==> src/rtl/cbm_pkg.sv <==
package cbm_pkg;
  localparam int DATA_W  = 8;
  localparam int ADDR_W  = 16;
  localparam int BANK_W  = 8;
  localparam int PRG_W   = 6;
  localparam int N_PAT   = 8;
  localparam int N_NT    = 4;
  localparam int N_PRG   = 3;
  localparam int WIN_W   = 4;
  localparam logic [DATA_W-1:0] PAT_RAM_MIN = 8'hE0;
  localparam logic [DATA_W-1:0] NT_ROM_MAX  = 8'hDF;
  localparam logic [ADDR_W-1:0] SND_ADDR    = 16'hF800;

  typedef struct packed {
    logic              vram;
    logic [BANK_W-1:0] bank;
  } slot_t;

  typedef enum logic [1:0] {
    MIR_SLOTS  = 2'd0,
    MIR_VERT   = 2'd1,
    MIR_HORZ   = 2'd2,
    MIR_ONE_LO = 2'd3
  } mir_e;

  function automatic slot_t chr_slot(input logic [DATA_W-1:0] d, input logic dis);
    slot_t s;
    if (d < PAT_RAM_MIN || dis) begin
      s.vram = 1'b0;
      s.bank = d;
    end else begin
      s.vram = 1'b1;
      s.bank = {3'b000, d[4:0]};
    end
    return s;
  endfunction

  function automatic slot_t nt_slot(input logic [DATA_W-1:0] d);
    slot_t s;
    if (d <= NT_ROM_MAX) begin
      s.vram = 1'b0;
      s.bank = d;
    end else begin
      s.vram = 1'b1;
      s.bank = {7'b0, d[0]};
    end
    return s;
  endfunction

  function automatic slot_t mir_slot(input mir_e m, input logic [1:0] idx);
    slot_t s;
    s.vram = 1'b1;
    case (m)
      MIR_VERT: s.bank = {7'b0, idx[0]};
      MIR_HORZ: s.bank = {7'b0, idx[1]};
      default:  s.bank = '0;
    endcase
    return s;
  endfunction
endpackage

==> src/rtl/cbm_decode.sv <==
module cbm_decode
  import cbm_pkg::*;
(
  input  logic              wr,
  input  logic [ADDR_W-1:0] addr,
  output logic [N_PAT-1:0]  pat_we,
  output logic [N_NT-1:0]   nt_we,
  output logic [N_PRG-1:0]  prg_we,
  output logic              snd_we
);
  localparam int NT_BASE  = N_PAT;
  localparam int PRG_BASE = N_PAT + N_NT;

  logic             hit;
  logic [WIN_W-1:0] win;

  assign hit = wr & addr[ADDR_W-1];
  assign win = addr[ADDR_W-2 -: WIN_W];

  for (genvar g = 0; g < N_PAT; g++) begin : g_pat
    assign pat_we[g] = hit && (win == WIN_W'(g));
  end
  for (genvar g = 0; g < N_NT; g++) begin : g_nt
    assign nt_we[g] = hit && (win == WIN_W'(NT_BASE + g));
  end
  for (genvar g = 0; g < N_PRG; g++) begin : g_prg
    assign prg_we[g] = hit && (win == WIN_W'(PRG_BASE + g));
  end

  assign snd_we = wr && (addr == SND_ADDR);
endmodule

==> src/rtl/cbm_regs.sv <==
module cbm_regs
  import cbm_pkg::*;
#(
  parameter int VARIANT = 0
) (
  input  logic                           clk,
  input  logic                           rst_n,
  input  logic [N_PAT-1:0]               pat_we,
  input  logic [N_NT-1:0]                nt_we,
  input  logic [N_PRG-1:0]               prg_we,
  input  logic                           snd_we,
  input  logic [DATA_W-1:0]              data,
  output slot_t [N_PAT-1:0]              pat_q,
  output slot_t [N_NT-1:0]               nt_q,
  output logic [N_PRG-1:0][PRG_W-1:0]    prg_q,
  output mir_e                           mir_q,
  output logic [DATA_W-1:0]              snd_q,
  output logic                           stb_q
);
  localparam int HALF = N_PAT / 2;

  slot_t [N_PAT-1:0]            pat_d;
  slot_t [N_NT-1:0]             nt_d;
  logic [N_PRG-1:0][PRG_W-1:0]  prg_d;
  mir_e                         mir_d;
  logic                         dis_lo_q, dis_lo_d;
  logic                         dis_hi_q, dis_hi_d;
  logic [DATA_W-1:0]            snd_d;
  logic                         state_en;

  assign state_en = (|pat_we) | (|nt_we) | (|prg_we) | snd_we;

  always_comb begin
    pat_d    = pat_q;
    nt_d     = nt_q;
    prg_d    = prg_q;
    mir_d    = mir_q;
    dis_lo_d = dis_lo_q;
    dis_hi_d = dis_hi_q;
    snd_d    = snd_q;

    for (int i = 0; i < N_PAT; i++) begin
      if (pat_we[i]) pat_d[i] = chr_slot(data, (i < HALF) ? dis_lo_q : dis_hi_q);
    end

    if (VARIANT == 0) begin
      for (int i = 0; i < N_NT; i++) begin
        if (nt_we[i]) nt_d[i] = nt_slot(data);
      end
    end

    for (int i = 0; i < N_PRG; i++) begin
      if (prg_we[i]) prg_d[i] = data[PRG_W-1:0];
    end

    if (prg_we[1]) begin
      dis_lo_d = data[6];
      dis_hi_d = data[7];
    end

    if (prg_we[0] && VARIANT >= 2) begin
      if (VARIANT == 2) mir_d = data[6] ? MIR_VERT : MIR_ONE_LO;
      else              mir_d = data[7] ? MIR_HORZ : MIR_VERT;
      for (int i = 0; i < N_NT; i++) nt_d[i] = mir_slot(mir_d, 2'(i));
    end

    if (snd_we) snd_d = data;
  end

  always_ff @(posedge clk or negedge rst_n) begin
    if (!rst_n) begin
      pat_q    <= '0;
      nt_q     <= '0;
      prg_q    <= '0;
      mir_q    <= MIR_SLOTS;
      dis_lo_q <= 1'b0;
      dis_hi_q <= 1'b0;
      snd_q    <= '0;
    end else if (state_en) begin
      pat_q    <= pat_d;
      nt_q     <= nt_d;
      prg_q    <= prg_d;
      mir_q    <= mir_d;
      dis_lo_q <= dis_lo_d;
      dis_hi_q <= dis_hi_d;
      snd_q    <= snd_d;
    end
  end

  always_ff @(posedge clk or negedge rst_n) begin
    if (!rst_n) stb_q <= 1'b0;
    else        stb_q <= snd_we;
  end
endmodule

==> src/rtl/cbm_ppu_xlat.sv <==
module cbm_ppu_xlat
  import cbm_pkg::*;
(
  input  logic [13:0]          ppu_addr,
  input  slot_t [N_PAT-1:0]    pat_q,
  input  slot_t [N_NT-1:0]     nt_q,
  output slot_t                sel
);
  always_comb begin
    if (ppu_addr[13]) sel = nt_q[ppu_addr[11:10]];
    else              sel = pat_q[ppu_addr[12:10]];
  end
endmodule

==> src/rtl/cbm_prg_xlat.sv <==
module cbm_prg_xlat
  import cbm_pkg::*;
#(
  parameter int PRG_BANKS = 64
) (
  input  logic [ADDR_W-1:0]            addr,
  input  logic [N_PRG-1:0][PRG_W-1:0]  prg_q,
  output logic [PRG_W-1:0]             bank
);
  localparam logic [PRG_W-1:0] LAST_BANK = PRG_W'(PRG_BANKS - 1);

  always_comb begin
    case (addr[14:13])
      2'd0:    bank = prg_q[0];
      2'd1:    bank = prg_q[1];
      2'd2:    bank = prg_q[2];
      default: bank = LAST_BANK;
    endcase
  end
endmodule

==> src/rtl/cart_bank_mapper.sv <==
module cart_bank_mapper
  import cbm_pkg::*;
#(
  parameter int VARIANT   = 0,
  parameter int PRG_BANKS = 64
) (
  input  logic        clk,
  input  logic        rst_n,
  input  logic        cpu_wr,
  input  logic [15:0] cpu_addr,
  input  logic [7:0]  cpu_data,
  input  logic [13:0] ppu_addr,
  output logic [7:0]  ppu_bank,
  output logic        ppu_vram,
  output logic [5:0]  prg_bank,
  output logic [7:0]  snd_addr,
  output logic        snd_strobe,
  output logic [1:0]  mirror_mode
);
  logic [1:0]                   rst_pipe;
  logic                         rst_sync_n;
  logic [N_PAT-1:0]             pat_we;
  logic [N_NT-1:0]              nt_we;
  logic [N_PRG-1:0]             prg_we;
  logic                         snd_we;
  slot_t [N_PAT-1:0]            pat_q;
  slot_t [N_NT-1:0]             nt_q;
  logic [N_PRG-1:0][PRG_W-1:0]  prg_q;
  mir_e                         mir_q;
  slot_t                        ppu_sel;

  always_ff @(posedge clk or negedge rst_n) begin
    if (!rst_n) rst_pipe <= 2'b00;
    else        rst_pipe <= {rst_pipe[0], 1'b1};
  end
  assign rst_sync_n = rst_pipe[1];

  cbm_decode u_decode (
    .wr     (cpu_wr),
    .addr   (cpu_addr),
    .pat_we (pat_we),
    .nt_we  (nt_we),
    .prg_we (prg_we),
    .snd_we (snd_we)
  );

  cbm_regs #(.VARIANT(VARIANT)) u_regs (
    .clk    (clk),
    .rst_n  (rst_sync_n),
    .pat_we (pat_we),
    .nt_we  (nt_we),
    .prg_we (prg_we),
    .snd_we (snd_we),
    .data   (cpu_data),
    .pat_q  (pat_q),
    .nt_q   (nt_q),
    .prg_q  (prg_q),
    .mir_q  (mir_q),
    .snd_q  (snd_addr),
    .stb_q  (snd_strobe)
  );

  cbm_ppu_xlat u_ppu (
    .ppu_addr (ppu_addr),
    .pat_q    (pat_q),
    .nt_q     (nt_q),
    .sel      (ppu_sel)
  );

  cbm_prg_xlat #(.PRG_BANKS(PRG_BANKS)) u_prg (
    .addr  (cpu_addr),
    .prg_q (prg_q),
    .bank  (prg_bank)
  );

  assign ppu_bank    = ppu_sel.bank;
  assign ppu_vram    = ppu_sel.vram;
  assign mirror_mode = mir_q;
endmodule

==> config.mk <==
export PLATFORM = sky130hd
export DESIGN_NAME = cart_bank_mapper
export DESIGN_NICKNAME = d
export VERILOG_FILES = /design/src/rtl/cbm_pkg.sv /design/src/rtl/cbm_decode.sv /design/src/rtl/cbm_regs.sv /design/src/rtl/cbm_ppu_xlat.sv /design/src/rtl/cbm_prg_xlat.sv /design/src/rtl/cart_bank_mapper.sv
export SDC_FILE = /design/constraint.sdc
export NUM_CORES = 1
export LEC_CHECK = 0
export ABC_AREA = 1
export BUFFER_PORTS_ARGS = -buffer_cell sky130_fd_sc_hd__buf_2
export CAP_MARGIN = 20
export CORE_MARGIN = 5
export CORE_UTILIZATION = 57
export CTS_BUF_LIST = sky130_fd_sc_hd__clkbuf_4 sky130_fd_sc_hd__clkbuf_8
export DETAILED_ROUTE_END_ITERATION = 10
export PLACE_DENSITY_LB_ADDON = 0.12
export RECOVER_POWER = 25
export SETUP_SLACK_MARGIN = 0.02
export SYNTH_ARGS = -nofsm -noshare
export SYNTH_HDL_FRONTEND = slang
export SYNTH_SLANG_ARGS = --single-unit
==> constraint.sdc <==
create_clock -name clk -period 5.8 [get_ports clk]
set_input_delay 1.16 -clock clk [delete_from_list [all_inputs] [get_ports clk]]
set_output_delay 1.16 -clock clk [all_outputs]
set_load 0.005 [all_outputs]
==> results.json <==
{
  "syn_area_per_cell_um2": 7.93,
  "max_slew_margin_pct": -74.3,
  "regArea_um2": 3480,
  "maxCapViolations": 1,
  "power.total_w": 0.00244,
  "antenna_found_initial": 0,
  "hold_buffers": 0,
  "yosys.cell_types.count": 29,
  "worstPathRequired_ns": 4.64,
  "yosys_warnings": 0,
  "cts_resized": 0,
  "worstSkewPairLatency_ns": 0.45,
  "tns_ns": 0,
  "hp-class": "reg -> reg",
  "grt_pass1_vias": 5399,
  "grt_max_degree": 81,
  "ys_seq_elements": 139,
  "initial_core_util_pct": 58.2,
  "finalCriticalPeriod_ns": 3.89,
  "port-buffer-count": 54,
  "grt_pass1_wl_mm": 27.7,
  "htreeDepth": 4,
  "hold_violations": 0,
  "ys_seq_area_share_pct": 52.1,
  "grt_overflow": 0,
  "num_vias": 5710,
  "route.detailed.drc": 0,
  "fin_util_pct": 64.2,
  "cts_tree": "yes",
  "area_growth_pct": 10.4,
  "start_kind": "input port",
  "viasPerCell": 5.52,
  "die_y_um": 118,
  "post_cts_buffers": 0,
  "num_antenna_cells": 0,
  "routedWlPerCell_um": 16.5,
  "io_pins": 67,
  "coreArea_um2": 11500,
  "path_class": "in -> out",
  "postRouteWirelength_mm": 17.0,
  "max_freq_mhz": 257,
  "rsz0062_at_grt": "no",
  "synth_cells": 841,
  "gp_congestion": 0.819,
  "worstMarginPinSlew_ns": 2.61,
  "drtIter0Drc": 606,
  "rows": 39,
  "power_density_nw_per_um2": 331,
  "clk_pin_slew_worst_paths_ns": 0.07,
  "crit_arrival_ns": 2.73,
  "nets": 919,
  "ctsRootBufferMaster": "clkbuf_8",
  "numCtsBuffers": 17,
  "crit_path_end_kind": "output port",
  "num-fill-cells": 1001,
  "slew_viol_final": 49,
  "dieWidth_um": 118,
  "clk_path_buf_depth": 2,
  "syn-cell-area_um2": 6670,
  "setup_viol": 0,
  "worst_clock_skew_ns": 0.00812,
  "die-area_um2": 14000,
  "max-vdd-ir-drop_mv": 0.253,
  "clkSinkCount": 139,
  "fin_cells": 1034,
  "layout-drive-gt1-share_pct": 12.8,
  "power_leakage_nw": 3.74,
  "violations": "capacitance limit, slew limit",
  "dp_slack_ns": 1.92,
  "ant_nets": 0,
  "status": "complete, but fails checks",
  "track_usage_pct": 24.9,
  "fin_crit_sh_pct": 67.1,
  "setup_slack_ns": 1.91,
  "multi_input_area_um2": 2590,
  "dpl.cell_count": 1001,
  "critPathMaxFanout": 28,
  "dpl.hpwl_mm": 11.2,
  "first_pass_iters": 5
}
## area by class of cell
class                   instances  area share (%)
flip-flops and latches        139            47.2
multi-input cells             561            35.2
inverters                      99            5.08
repair buffers                 60            4.48
clock buffers                  23            3.96
well taps                     143            2.43
clock inverters                 9            1.63
## worst paths after layout
kind	startpoint	endpoint	slack, ns	depth (start not counted)
setup / recovery	ppu_addr[11]	ppu_bank[1]	1.91	9
hold / removal	rst_pipe[0]	rst_pipe[1]	0.36	0
setup reg to reg	rst_pipe[1]	u_regs.pat_q[65]	2.22	1
hold reg to reg	rst_pipe[0]	rst_pipe[1]	0.36	0
max in group asynchronous	rst_pipe[1]	u_regs.pat_q[65]	2.22	1
min in group asynchronous	rst_n	rst_pipe[1]	0.47	1
## critical path: stages
cell and delay (ns):
buf_2 0.49, clkinv_1 0.14, buf_4 0.27, nor2_1 0.13, o21ai_0 0.09, o21ai_0 0.11, nand2_1 0.08, nand2_1 0.12
buf_2 0.13
## cells in the mapped netlist
| library cell | instances | area (µm²) |
|---|---|---|
| conb_1 | 2 | 7.51 |
| clkinv_1 | 3 | 11.3 |
| buf_2 | 15 | 75.1 |
| inv_1 | 93 | 349 |
| dfrtp_1 | 139 | 3480 |
| nand4_4 | 1 | 21.3 |
| nor2_1 | 31 | 116 |
| nor2_4 | 2 | 22.5 |
| nand3_1 | 70 | 350 |
| a21oi_1 | 3 | 15.0 |
| nor2_8 | 2 | 40.0 |
| clkbuf_2 | 1 | 5.00 |
| nand2_1 | 261 | 980 |
| nand3_2 | 5 | 50.1 |
| buf_1 | 1 | 3.75 |
| o21ai_2 | 2 | 17.5 |
| clkbuf_1 | 16 | 60.1 |
| inv_4 | 1 | 6.26 |
| nor2_2 | 2 | 12.5 |
| inv_2 | 2 | 7.51 |
| nor3_4 | 3 | 48.8 |
| buf_6 | 3 | 33.8 |
| nand4_1 | 8 | 50.1 |
| o21ai_1 | 20 | 100 |
| o21ai_0 | 141 | 706 |
| buf_4 | 7 | 52.6 |
| nand2_2 | 3 | 18.8 |
| o211ai_1 | 3 | 22.5 |
| nand2_4 | 1 | 11.3 |
## registers in the layout (all words and copies together) (netlist names)
name / count
u_regs.pat_q: 72
u_regs.nt_q: 36
u_regs.prg_q: 18
u_regs.snd_q: 8
rst_pipe: 2
u_regs.dis_hi_q: 1
u_regs.dis_lo_q: 1
u_regs.stb_q: 1
## kinds of logic after synthesis
group                  share of synthesized area [%]
and+or+nand+nor                                 25.8
AOI/OAI and AO/OA                               12.9
buffers and inverters                           9.06
DFF                                             52.1
other                                          0.113
## metrics by stage
stage                     instance area [µm²]  hold WS [ns]
after floorplan                          6680         0.331
after global placement                   6930         0.338
after detailed placement                 6960         0.340
after CTS                                7370         0.358
after global routing                     7370         0.361
final                                    7370         0.356
## layout by cell type, fill, tap and decap left out, types with 5 or more instances in the layout
cell	n
buf_2	53
clkbuf_8	19
clkinv_2	6
dfrtp_1	139
inv_1	93
nand2_1	261
nand3_1	70
nand3_2	5
nand4_1	8
nor2_1	31
o21ai_0	141
o21ai_1	20
## power breakdown
group          internal, W  total, W  switching [W]
logic             0.000144  0.000399       0.000255
registers          0.00114   0.00122      0.0000750
clock network     0.000463  0.000822       0.000360
## routing by layer
layer	vias to the layer above	share of wire (%)	global-route usage (%)	routed length, µm
li1	2742	-	-	-
met1	2707	43	34.8	7270
met2	217	47	38.3	8030
met3	44	7.4	4.78	1250
met4	0	2.8	10.7	469
met5	-	0	0	0
(Power assumes the default switching activity.)
